$ cat config.mk
export PLATFORM = sky130hd
export DESIGN_NAME = dmairq_bank
export DESIGN_NICKNAME = d
export VERILOG_FILES = /design/src/rtl/dmairq_pkg.sv /design/src/rtl/dmairq_word.sv /design/src/rtl/dmairq_rdport.sv /design/src/rtl/dmairq_bank.sv
export SDC_FILE = /design/constraint.sdc
export NUM_CORES = 1
export LEC_CHECK = 0
export BUFFER_PORTS_ARGS = -buffer_cell sky130_fd_sc_hd__clkbuf_2
export CORE_MARGIN = 2
export CORE_UTILIZATION = 58
export DETAILED_ROUTE_END_ITERATION = 16
export HOLD_SLACK_MARGIN = 0.05
export PLACE_DENSITY = 0.85
export SYNTH_ARGS = -nofsm -noshare
export SYNTH_HDL_FRONTEND = slang
export SYNTH_SLANG_ARGS = --single-unit
$ cat constraint.sdc
create_clock -name clk -period 4.5 [get_ports clk]
set_clock_uncertainty 0.2 [all_clocks]
set_input_delay 0.225 -clock clk [delete_from_list [all_inputs] [get_ports clk]]
set_output_delay 0.225 -clock clk [all_outputs]
set_load 0.02 [all_outputs]
$ cat src/rtl/dmairq_pkg.sv
package dmairq_pkg;
   // byte offsets of the register groups
   localparam int unsigned EN_BASE    = 'h00;
   localparam int unsigned PEND_BASE  = 'h10;
   localparam int unsigned GLB_OFS    = 'h30;
   localparam int unsigned WORD_BYTES = 4;

   // event kinds recorded in each slot, in slot-bit order
   localparam int unsigned EVT_HALF   = 0;
   localparam int unsigned EVT_PKG    = 1;
   localparam int unsigned EVT_QUEUE  = 2;
   localparam int unsigned EVT_KINDS  = 3;

   function automatic int unsigned en_offset(int unsigned idx);
      return EN_BASE + idx * WORD_BYTES;
   endfunction

   function automatic int unsigned pend_offset(int unsigned idx);
      return PEND_BASE + idx * WORD_BYTES;
   endfunction
endpackage

$ cat src/rtl/dmairq_word.sv
module dmairq_word
   import dmairq_pkg::*;
#(
   parameter int unsigned DATA_W     = 32,
   parameter int unsigned CH_PER_REG = 8,
   parameter int unsigned SLOT_W     = 4
) (
   input  logic                             clk,
   input  logic                             rst_n,
   input  logic                             en_we,
   input  logic                             pend_we,
   input  logic [DATA_W-1:0]                wdata,
   input  logic [CH_PER_REG*EVT_KINDS-1:0]  evt,
   output logic [DATA_W-1:0]                en_q,
   output logic [DATA_W-1:0]                pend_q,
   output logic                             irq_req
);
   localparam int unsigned USED_W = CH_PER_REG * SLOT_W;

   logic [DATA_W-1:0] live_mask;
   logic [DATA_W-1:0] evt_spread;
   logic [DATA_W-1:0] clr_mask;
   logic [DATA_W-1:0] en_r;
   logic [DATA_W-1:0] pend_r;

   // lay out which bits hold state and where each event lands
   for (genvar c = 0; c < CH_PER_REG; c++) begin : g_slot
      for (genvar b = 0; b < SLOT_W; b++) begin : g_bit
         if (b < EVT_KINDS) begin : g_live
            assign live_mask[c*SLOT_W+b]  = 1'b1;
            assign evt_spread[c*SLOT_W+b] = evt[c*EVT_KINDS+b];
         end else begin : g_rsvd
            assign live_mask[c*SLOT_W+b]  = 1'b0;
            assign evt_spread[c*SLOT_W+b] = 1'b0;
         end
      end
   end

   if (USED_W < DATA_W) begin : g_pad
      assign live_mask[DATA_W-1:USED_W]  = '0;
      assign evt_spread[DATA_W-1:USED_W] = '0;
   end

   assign clr_mask = pend_we ? wdata : '0;

   always_ff @(posedge clk or negedge rst_n) begin
      if (!rst_n) begin
         en_r   <= '0;
         pend_r <= '0;
      end else begin
         if (en_we) begin
            en_r <= wdata & live_mask;
         end
         // a fresh event wins over a clear of the same bit
         pend_r <= ((pend_r & ~clr_mask) | evt_spread) & live_mask;
      end
   end

   assign en_q    = en_r;
   assign pend_q  = pend_r;
   assign irq_req = |(en_r & pend_r);

   // per-bit checks on the pending and enable state
   for (genvar c = 0; c < CH_PER_REG; c++) begin : g_chk
      for (genvar e = 0; e < EVT_KINDS; e++) begin : g_evt

         evt_sets_pend_chk: assert property (@(posedge clk) disable iff (!rst_n)
            evt[c*EVT_KINDS+e] |=> pend_r[c*SLOT_W+e]);

         w1c_clears_chk: assert property (@(posedge clk) disable iff (!rst_n)
            (pend_we && wdata[c*SLOT_W+e] && !evt[c*EVT_KINDS+e]) |=> !pend_r[c*SLOT_W+e]);

         no_spurious_set_chk: assert property (@(posedge clk) disable iff (!rst_n)
            (!pend_r[c*SLOT_W+e] && !evt[c*EVT_KINDS+e]) |=> !pend_r[c*SLOT_W+e]);
      end
   end


   en_hold_chk: assert property (@(posedge clk) disable iff (!rst_n)
      !en_we |=> $stable(en_r));
endmodule

$ cat src/rtl/dmairq_rdport.sv
module dmairq_rdport
   import dmairq_pkg::*;
#(
   parameter int unsigned ADDR_W    = 8,
   parameter int unsigned DATA_W    = 32,
   parameter int unsigned NUM_REGS  = 2,
   parameter int unsigned NUM_CH    = 16,
   parameter bit          REG_RDATA = 1'b1
) (
   input  logic                       clk,
   input  logic                       rst_n,
   input  logic                       rd_en,
   input  logic [ADDR_W-1:0]          addr,
   input  logic [NUM_REGS*DATA_W-1:0] en_words,
   input  logic [NUM_REGS*DATA_W-1:0] pend_words,
   input  logic [NUM_CH-1:0]          busy,
   output logic [DATA_W-1:0]          rdata
);
   logic [DATA_W-1:0] rd_mux;

   always_comb begin
      rd_mux = '0;
      for (int i = 0; i < NUM_REGS; i++) begin
         if (addr == ADDR_W'(en_offset(i))) begin
            rd_mux = en_words[i*DATA_W +: DATA_W];
         end
         if (addr == ADDR_W'(pend_offset(i))) begin
            rd_mux = pend_words[i*DATA_W +: DATA_W];
         end
      end
      if (addr == ADDR_W'(GLB_OFS)) begin
         rd_mux = DATA_W'(busy);
      end
   end

   if (REG_RDATA) begin : g_flop
      logic [DATA_W-1:0] rdata_r;
      always_ff @(posedge clk or negedge rst_n) begin
         if (!rst_n) begin
            rdata_r <= '0;
         end else if (rd_en) begin
            rdata_r <= rd_mux;
         end
      end
      assign rdata = rdata_r;


      rdata_hold_chk: assert property (@(posedge clk) disable iff (!rst_n)
         !rd_en |=> $stable(rdata));

      glb_read_chk: assert property (@(posedge clk) disable iff (!rst_n)
         (rd_en && addr == ADDR_W'(GLB_OFS)) |=> rdata == DATA_W'($past(busy)));
   end else begin : g_comb
      assign rdata = rd_mux;
   end
endmodule

$ cat src/rtl/dmairq_bank.sv
module dmairq_bank
   import dmairq_pkg::*;
#(
   parameter int unsigned NUM_CH     = 16,
   parameter int unsigned CH_PER_REG = 8,
   parameter int unsigned SLOT_W     = 4,
   parameter int unsigned DATA_W     = 32,
   parameter int unsigned ADDR_W     = 8,
   parameter bit          REG_RDATA  = 1'b1
) (
   input  logic              clk,
   input  logic              rst_n,
   input  logic              wr_en,
   input  logic              rd_en,
   input  logic [ADDR_W-1:0] addr,
   input  logic [DATA_W-1:0] wdata,
   output logic [DATA_W-1:0] rdata,
   input  logic [NUM_CH-1:0] evt_half,
   input  logic [NUM_CH-1:0] evt_pkg,
   input  logic [NUM_CH-1:0] evt_queue,
   input  logic [NUM_CH-1:0] ch_busy,
   output logic              irq
);
   localparam int unsigned NUM_REGS = NUM_CH / CH_PER_REG;
   localparam int unsigned EVW      = CH_PER_REG * EVT_KINDS;

   // elaboration-time parameter checks
   if (NUM_CH % CH_PER_REG != 0) begin : g_bad_split
      $error("channel count must be a multiple of channels per word");
   end
   if (SLOT_W < EVT_KINDS) begin : g_bad_slot
      $error("slot too narrow for the event kinds");
   end
   if (CH_PER_REG * SLOT_W > DATA_W) begin : g_bad_pack
      $error("slots do not fit in a data word");
   end
   if (NUM_CH > DATA_W) begin : g_bad_busy
      $error("busy vector wider than a data word");
   end
   if ((1 << ADDR_W) <= GLB_OFS) begin : g_bad_addr
      $error("address too narrow for the register map");
   end

   logic [NUM_REGS*DATA_W-1:0] en_words;
   logic [NUM_REGS*DATA_W-1:0] pend_words;
   logic [NUM_REGS-1:0]        irq_req;

   for (genvar w = 0; w < NUM_REGS; w++) begin : g_word
      logic            en_we;
      logic            pend_we;
      logic [EVW-1:0]  evt_w;

      assign en_we   = wr_en && (addr == ADDR_W'(en_offset(w)));
      assign pend_we = wr_en && (addr == ADDR_W'(pend_offset(w)));

      for (genvar c = 0; c < CH_PER_REG; c++) begin : g_ch
         assign evt_w[c*EVT_KINDS+EVT_HALF]  = evt_half[w*CH_PER_REG+c];
         assign evt_w[c*EVT_KINDS+EVT_PKG]   = evt_pkg[w*CH_PER_REG+c];
         assign evt_w[c*EVT_KINDS+EVT_QUEUE] = evt_queue[w*CH_PER_REG+c];
      end

      dmairq_word #(
         .DATA_W     (DATA_W),
         .CH_PER_REG (CH_PER_REG),
         .SLOT_W     (SLOT_W)
      ) u_word (
         .clk     (clk),
         .rst_n   (rst_n),
         .en_we   (en_we),
         .pend_we (pend_we),
         .wdata   (wdata),
         .evt     (evt_w),
         .en_q    (en_words[w*DATA_W +: DATA_W]),
         .pend_q  (pend_words[w*DATA_W +: DATA_W]),
         .irq_req (irq_req[w])
      );
   end

   assign irq = |irq_req;

   dmairq_rdport #(
      .ADDR_W    (ADDR_W),
      .DATA_W    (DATA_W),
      .NUM_REGS  (NUM_REGS),
      .NUM_CH    (NUM_CH),
      .REG_RDATA (REG_RDATA)
   ) u_rdport (
      .clk        (clk),
      .rst_n      (rst_n),
      .rd_en      (rd_en),
      .addr       (addr),
      .en_words   (en_words),
      .pend_words (pend_words),
      .busy       (ch_busy),
      .rdata      (rdata)
   );


   mask_all_off_chk: assert property (@(posedge clk) disable iff (!rst_n)
      (en_words == '0) |-> !irq);

   irq_needs_pend_chk: assert property (@(posedge clk) disable iff (!rst_n)
      irq |-> (pend_words != '0));

   glb_write_ignored_chk: assert property (@(posedge clk) disable iff (!rst_n)
      (wr_en && addr == ADDR_W'(GLB_OFS)) |=> $stable(en_words));
endmodule

==> After elaboration in Yosys (flattened, before gate mapping) <==
Cells that the tools add are included.
{ "classes": {"n_eq_ne": 4, "muxes": 7, "bitwise_logic": 8, "reduce_logical": 6} }
{ "op_table": {"columns": ["operator", "count"], "rows": [
  ["32-bit two-way mux", 4],
  ["31-bit bitwise AND", 4],
  ["31-bit two-way mux", 3],
  ["64-bit OR reduction", 1],
  ["31-bit NOT", 2],
  ["31-bit bitwise OR", 2],
  ["8-bit by 5-bit equality test with 1-bit output, second input constant", 2],
  ["8-bit by 3-bit equality test with 1-bit output, second input constant", 1],
  ["8-bit by 6-bit equality test with 1-bit output, second input constant", 1],
  ["8-bit zero test", 1],
  ["1-bit logical AND", 4]
]} }
{ "word_totals": {"reg_bits": 128, "wordCells": 30} }

==> Logic depth before layout (Yosys ltp) <==
Gate-level depths: netlist (run 1).
{ "logic_depth": {"word_depth": 6, "depth_mapped": 7, "mapped_depth_nobuf": 4} }

==> Modules after synthesis <==
A second synthesis (run 1) with hierarchy kept.
{ "unflattened": {"cells_unflattened": 593, "area_unflattened_um2": 6351.1} }
{ "modules_own_cells": {"columns": ["mod", "n_inst", "cells_each", "area_each_um2"], "rows": [
  ["dmairq_word", 2, 158, 2023.2],
  ["dmairq_rdport", 1, 268, 2243.4],
  ["dmairq_bank", 1, 9, 61.3]
]} }

==> Least setup slack after synthesis (run 1) <==
No wires, ideal clock.
{ "synth_path": {"kind": "in2reg", "from": "input port addr[3]", "to": "register g_word[1].u_word.en_r[10]", "t_arrival_ns": 1.687, "t_required_ns": 4.175, "setup_slack_ns": 2.488, "cell_stages": 5, "path_buffers": 2, "cell_sequence": "or3_1 buf_4 nor4_4 buf_6 mux2_2"} }
{ "synth_via": {"elab_chain_cells": 2} }
{ "synth_rtl": {"columns": ["item", "line_no", "source"], "rows": [
  ["from (decl)", "dmairq_bank.sv:15", "input logic [ADDR_W-1:0] addr,"],
  ["8-bit by 3-bit equality test with 1-bit output", "dmairq_bank.sv:53", "assign en_we = wr_en && (addr == ADDR_W'(en_offset(w)));"],
  ["1-bit logical AND", "dmairq_bank.sv:53", null],
  ["to (signal assigned)", "dmairq_word.sv:52", "en_r <= wdata & live_mask;"],
  ["to (decl)", "dmairq_word.sv:23", "logic [DATA_W-1:0] en_r;"]
]} }
Every way passes these cells.
A chain may end at the register's enable or synchronous reset.

==> Worst setup path after layout (run 1) <==
{ "layout_path": {"from": "input port addr[4]", "to": "register g_word[0].u_word.pend_r[2]"} }
{ "layout_via": {"elab_chain_cells": 6} }
{ "layout_rtl": {"columns": ["item", "line_no", "source"], "rows": [
  ["8-bit by 5-bit equality test with 1-bit output", "dmairq_bank.sv:54", "assign pend_we = wr_en && (addr == ADDR_W'(pend_offset(w)));"],
  ["1-bit logical AND", "dmairq_bank.sv:54", null],
  ["31-bit two-way mux", "dmairq_word.sv:44", "assign clr_mask = pend_we ? wdata : '0;"],
  ["31-bit NOT", "dmairq_word.sv:55", "pend_r <= ((pend_r & ~clr_mask) | evt_spread) & live_mask;"],
  ["31-bit bitwise AND", "dmairq_word.sv:55", null],
  ["31-bit bitwise OR", "dmairq_word.sv:55", null],
  ["to (signal assigned)", "dmairq_word.sv:55", null],
  ["to (decl)", "dmairq_word.sv:24", "logic [DATA_W-1:0] pend_r;"]
]} }
Every way passes these cells.

==> run_results.csv, run 1 <==
group,metric,value,unit
layout,final_area,8610,µm²
timing,worst_slew_pin_slew,1.20,ns
power_and_ir_drop,p_sw,729,µW
cts,clkSinkCount,124,
synthesis,synthArstFlopShare,100,%
place,placement.io_buffers,128,
synthesis,synth_largest_area_cell,"dfrtp_1",
power_and_ir_drop,pwr-share-seq,41.5,%
timing,maxSlewViolCount,0,
layout,fin_nets,917,
synthesis,ys_top_cells_by_area,"dfrtp_1 52%, a21o_1 7.5%, mux2_2 5.3%, mux2_4 5.0%, nand2_1 3.4%",
timing,setup_tns,0,ns
synthesis,ys_seq_elements,124,
routing,post_drt_wl_per_cell,23.4,µm
routing,drc_errors,0,
power_and_ir_drop,comb_power_share,11.1,%
global_routing,grt_first_pass_wirelength,34900,µm
cts,cts_tree,"done",
timing,finalSetupViolCount,0,
global_routing,grt_max_degree,51,
routing,detail_route.first_pass.iterations,9,
global_routing,grtUsageTotal,41.7,%
synthesis,ys.flop_type,"dfrtp_1",
die,dieHeight,106,µm
synthesis,seq_area_frac_synth,51.7,%
die,die_area,11200,µm²
cts,clkTransAtPathRegs,0.06,ns
synthesis,syn_avg_cell_area,10.8,µm²
setup_path,critical-path-max-stage-delay,0.98,ns
synthesis,syn_area,6000,µm²
synthesis,synth_top_area_share,51.7,%
cts,h-tree-depth,4,
power_and_ir_drop,p_sw_share,26.0,%
global_routing,first_global_vias,6576,
layout,area_growth,43.6,%
layout,layoutNonFillerInstCount,958,
place,place_area,6680,µm²
timing,timing_hold_violations_final,0,
synthesis,synth_edf_count,0,
setup_path,crit_path_cell_trace,"clkbuf_2 -> nor4b_2 -> buf_4 -> and3_1 -> nand2_1 -> a21o_1 -> dlygate4sd3_1",
global_routing,antenna_found_initial,0,
setup_path,cpMaxStageDelayCell,"and3_1",
place,hpwl,11200,µm
timing,rsz0062_at_grt,"no",
routing,vias,6293,
setup_path,cp.arrival,3.58,ns
die,num_rows,37,
synthesis,synth_cells,554,
timing,maxSlewHeadroom,20.3,%
layout,drive_above_1_share,28.5,%
place,place_inst,789,
routing,wl,22400,µm
die,fp.dieW,106,µm
place,gp_congestion,0.888,
setup_path,cp_top_family,"buffers and inverters",
cts,cts_buffer_depth,2,
power_and_ir_drop,p_per_area,325,nW/µm²
cts,post-cts-setup-buffers,0,
synthesis,synth.distinct_cells,37,
global_routing,overflow,0,
status,status,"finished clean",
die,initial_utilization,58.9,%
worst_hold_path,worstHoldPathType,"in -> async",
power_and_ir_drop,p_int,2.07,mW
layout,n_fill_cell,472,
layout,diodes,0,
routing,via_per_inst,6.57,
timing,post-route-min-period,3.36,ns
synthesis,synth_warnings,0,
cts,insertion_delay,0.55,ns
setup_path,path_class,"in -> reg",
setup_path,cp_max_fo,43,
power_and_ir_drop,p_leak,3.62,nW
timing,fmax,0.298,GHz
power_and_ir_drop,ir_worst_vdd,0.253,mV
job,drv_cap,0,
setup_path,crit_required,4.72,ns
setup_path,cp-start-kind,"primary input",
cts,cts-root-buf,"clkbuf_8",
power_and_ir_drop,clkPwrFrac,47.4,%
routing,drt_iter0_drc,902,
cts,cts-buffers-inserted,17,
die,core_region_area,10200,µm²
setup_path,end_kind,"flop",
setup_path,crit_buf_inv,3,
setup_path,r2r_slack,2.88,ns
die,ios,141,
routing,ant_nets,0,
timing,fin_crit_sh,74.7,%
[cell families after synthesis]
logic type	share of synthesized area, %
buffers and inverters	4.61
and+or+nand+nor	11.3
DFF	51.7
AOI/OAI and AO/OA	22.0
other	0.0625
muxes	10.3
[cell type report]
class                      instances  area (µm²)  share of cell area, %
clock buffer                      17         414                   4.81
clock inverter                    15         151                   1.76
inverter                          17        63.8                  0.741
multi-input combinational        375        2630                   30.5
sequential                       124        3100                   36.0
tap                              136         170                   1.98
timing repair buffer             274        2080                   24.2
[Yosys cell counts (3+ instances only)]
| cell | instances |
|---|---|
| dfrtp_1 | 124 |
| a21o_1 | 60 |
| nand2_1 | 54 |
| o21ai_0 | 40 |
| a21oi_1 | 36 |
| mux2_2 | 28 |
| clkbuf_1 | 23 |
| mux2_4 | 20 |
| inv_1 | 17 |
| nor2_1 | 14 |
| nor4_1 | 13 |
| a222oi_1 | 12 |
| nor2b_1 | 12 |
| o21a_1 | 12 |
| o22ai_1 | 12 |
| or2_2 | 12 |
| a221oi_1 | 10 |
| a22o_1 | 10 |
| buf_2 | 8 |
| buf_4 | 5 |
| a22oi_1 | 4 |
| buf_6 | 4 |
| nand3_1 | 3 |
| nor3_1 | 3 |
| nor4_4 | 3 |
[routing by layer]
metal | vias up | routed length (µm) | global-route usage (%)
li1 | 2529 | - | -
met1 | 2944 | 7350 | 47.5
met2 | 614 | 10800 | 68.8
met3 | 206 | 2470 | 11.6
met4 | 0 | 1820 | 27.3
met5 | - | 0 | 0
[worst reg2reg max path, stage by stage (launching register included)]
cell,delay (ns)
dfrtp_1,0.41
or2_2,0.29
a222oi_1,0.36
o22ai_1,0.19
[power by group through the flow]
stage          Sequential (mW)  Combinational (mW)  Clock (mW)
2_1_floorplan             1.17               0.117           0
3_3_place_gp              1.18               0.221           0
3_5_place_dp              1.18               0.229           0
4_1_cts                   1.16               0.291        1.30
5_1_grt                   1.16               0.330        1.37
6_report                  1.16               0.312        1.33
[layout by cell type (no fill, tap or decap), drive strengths merged, types with 14 or more instances in the layout]
master / n
a21o: 60
a21oi: 36
clkbuf: 144
dfrtp: 124
dlygate4sd3: 137
inv: 17
mux2: 48
nand2: 55
nor2: 14
nor4: 16
o21ai: 40
[registers in the layout, summed over array words and instances, names as in the netlist]
| signal | cells |
|---|---|
| u_rdport.rdata | 28 |
| g_word.u_word.en_q | 48 |
| g_word.u_word.pend_q | 48 |
[through the flow]
stage | total power, mW | hold WS (ns) | utilization (%) | setup slack [ns]
2_1_floorplan | 1.29 | -0.271 | - | 2.49
3_3_place_gp | 1.40 | 0.0714 | 65.6 | 1.51
3_5_place_dp | 1.41 | 0.0869 | 65.6 | 1.43
4_1_cts | 2.75 | 0.0727 | 84.6 | 1.38
5_1_grt | 2.86 | 0.122 | 84.6 | 1.08
6_report | 2.80 | 0.0490 | 84.6 | 1.14
[worst paths after layout]
path	start	end	depth (start not counted)
max	addr[4]	g_word[0].u_word.pend_q[2]$_DFF_PN0_	7
min	rst_n	u_rdport.rdata[8]$_DFFE_PN0P_	2
max reg2reg	g_word[1].u_word.en_q[21]$_DFFE_PN0P_	u_rdport.rdata[21]$_DFFE_PN0P_	3
min reg2reg	u_rdport.rdata[3]$_DFFE_PN0P_	u_rdport.rdata[3]$_DFFE_PN0P_	2
max in group asynchronous	rst_n	g_word[0].u_word.pend_q[25]$_DFF_PN0_	3
min in group clk	wr_en	g_word[1].u_word.en_q[26]$_DFFE_PN0P_	4
[repair_timing]
action / CTS / global route
resized for setup: 0 / 0
hold endpoints to repair: 160 / 0
hold buffers: 137 / 0
(Power assumes the default switching activity.)
==> run 2, diff against run 1 <==
--- a/config.mk
+++ b/config.mk
@@ -7,10 +7,10 @@
 export LEC_CHECK = 0
 export BUFFER_PORTS_ARGS = -buffer_cell sky130_fd_sc_hd__clkbuf_2
 export CORE_MARGIN = 2
-export CORE_UTILIZATION = 58
+export CORE_UTILIZATION = 49
 export DETAILED_ROUTE_END_ITERATION = 16
 export HOLD_SLACK_MARGIN = 0.05
-export PLACE_DENSITY = 0.85
+export PLACE_DENSITY = 0.77
 export SYNTH_ARGS = -nofsm -noshare
 export SYNTH_HDL_FRONTEND = slang
 export SYNTH_SLANG_ARGS = --single-unit
==> constraint.sdc (replaced) <==
create_clock -name clk -period 2.9 [get_ports clk]
set_clock_uncertainty 0.2 [all_clocks]
set_input_delay 0.145 -clock clk [delete_from_list [all_inputs] [get_ports clk]]
set_output_delay 0.145 -clock clk [all_outputs]
set_load 0.02 [all_outputs]
==> run 2 against run 1 <==
Effect of this change:
- via count shrank 5.8%
- core utilization fell by 11 points
- combinational power up 55%
- cell area up 1.5%
- sequential share of layout area down 0.53 points
- worst hold slack improved by 0.046 ns
- sequential power up 55%
- total power up 52%
- first-iteration DRC count is 27% lower
- non-clock buffer count increased by 12
==> run_results.csv, run 2 (same netlist as run 1, synthesis figures left out) <==
group,metric,value,unit
status,status,"finished clean",
layout,diodes,0,
timing,fin_crit_sh,98.3,%
place,gp_congestion,0.904,
global_routing,grt_first_pass_wirelength,31200,µm
setup_path,path_class,"reg -> out",
power_and_ir_drop,p_total,4.26,mW
timing,maxSlewViolCount,0,
power_and_ir_drop,p_per_area,488,nW/µm²
power_and_ir_drop,p_leak,3.71,nW
layout,final_cell_mix,"137 x dlygate4sd3_1, 127 x clkbuf_2, 124 x dfrtp_1, 60 x a21o_1, 54 x nand2_1",
setup_path,cpMaxStageDelayCell,"or4_1",
die,core_region_area,12000,µm²
routing,detail_route.first_pass.iterations,6,
cts,clkTransAtPathRegs,0.06,ns
setup_path,cp_top_family,"simple AND/OR/NAND/NOR gates",
routing,wl,19900,µm
global_routing,overflow,0,
timing,post-route-min-period,2.85,ns
layout,fin_nets,929,
global_routing,grtUsageTotal,31.5,%
routing,route.met3.wl,1730,µm
setup_path,cp_max_fo,3,
job,drv_cap,0,
timing,worst_slew_pin_slew,0.664,ns
setup_path,cp.arrival,2.50,ns
global_routing,antenna_found_initial,0,
routing,drc_errors,0,
routing,drt_iter0_drc,662,
power_and_ir_drop,ir_worst_vdd,0.416,mV
routing,routed.top_layer,"met4",
routing,vias,5929,
layout,final_common_cell,"dlygate4sd3_1",
global_routing,grt_max_degree,60,
cts,h-tree-depth,4,
setup_path,end_kind,"primary output",
timing,rsz0062_at_grt,"no",
routing,via_per_inst,6.06,
cts,cts_buffer_depth,2,
cts,cts-root-buf,"clkbuf_16",
setup_path,critical-path-max-stage-delay,0.63,ns
global_routing,first_global_vias,6019,
layout,drive_above_1_share,29.1,%
routing,wl_met1,7360,µm
cts,insertion_delay,0.42,ns
routing,dr_wl_met2,9750,µm
layout,multiInputGateArea,2630,µm²
layout,n_fill_cell,752,
cts,post-cts-setup-buffers,0,
routing,ant_nets,0,
die,initial_utilization,50.1,%
cts,cts_tree,"done",
layout,final_area,8740,µm²
setup_path,crit_path_cell_trace,"a22o_1 -> a221oi_1 -> nand4_1 -> or4_1 -> clkbuf_2",
layout,regArea,3100,µm²
place,hpwl,11900,µm
timing,maxSlewHeadroom,55.7,%
timing,finalSetupViolCount,0,
timing,timing_hold_violations_final,0,
layout,area_growth,45.8,%
die,num_rows,40,
place,placement.io_buffers,128,
routing,post_drt_wl_per_cell,20.3,µm
setup_path,crit_required,2.56,ns
die,fp.dieW,115,µm
setup_path,cp-start-kind,"flop",
timing,setup_tns,0,ns
place,place_area,6800,µm²
timing,fmax,0.351,GHz
die,dieHeight,115,µm
cts,cts-buffers-inserted,17,
cts,clkSinkCount,124,
worst_hold_path,worstHoldPathType,"in -> async",
die,die_area,13100,µm²
die,ios,141,
setup_path,crit_buf_inv,1,
[run 2: path summary, 6_finish.rpt]
kind,startpoint,to,slack [ns],depth (start not counted)
max reg2reg,g_word[1].u_word.en_q[21]$_DFFE_PN0P_,u_rdport.rdata[21]$_DFFE_PN0P_,1.29,3
max in group asynchronous,rst_n,g_word[1].u_word.en_q[12]$_DFFE_PN0P_,2.01,3
min,rst_n,u_rdport.rdata[6]$_DFFE_PN0P_,0.09,3
min reg2reg,g_word[1].u_word.en_q[24]$_DFFE_PN0P_,g_word[1].u_word.en_q[24]$_DFFE_PN0P_,0.32,1
max,g_word[1].u_word.pend_q[14]$_DFF_PN0_,irq,0.05,5
min in group clk,rd_en,u_rdport.rdata[12]$_DFFE_PN0P_,0.14,4
[run 2: what timing repair did]
action / CTS / global route
hold endpoints to repair: 236 / 0
hold buffers: 138 / 0
resized for setup: 0 / 0
[run 2: stage by stage]
stage / utilization, % / setup WS (ns) / hold slack, ns / cells
CTS: 73.1 / 0.0799 / 0.0963 / 979
detailed placement: 56.8 / 0.632 / -0.0544 / 811
floorplan: - / 0.968 / -0.351 / 557
global placement: 56.8 / 0.650 / -0.0716 / 811
global route: 73.1 / 0.0325 / 0.123 / 979
finish: 73.1 / 0.0501 / 0.0947 / 979
[run 2: per-layer routing]
layer	vias to the layer above	global-route usage, %
li1	2548	-
met1	2865	37.8
met2	415	51.8
met3	101	7.73
met4	0	18.0
met5	-	0
[run 2: tightest hold or removal path, delay by kind of cell]
family / cells / cell delay (ns)
buffers and inverters: 3 / 0.94
[run 2: where the power goes]
group	switching, mW	internal [mW]
combinational	0.238	0.244
clock	0.729	1.25
sequential	0.0319	1.77
total	1.00	3.26
[run 2: area by class of cell]
class                           count  share of cell area, %
Sequential cell                   124                   35.5
Multi-Input combinational cell    375                   30.1
Timing Repair Buffer              286                   25.3
Clock buffer                       23                   5.58
Tap cell                          147                   2.10
Clock inverter                      7                  0.744
Inverter                           17                  0.730
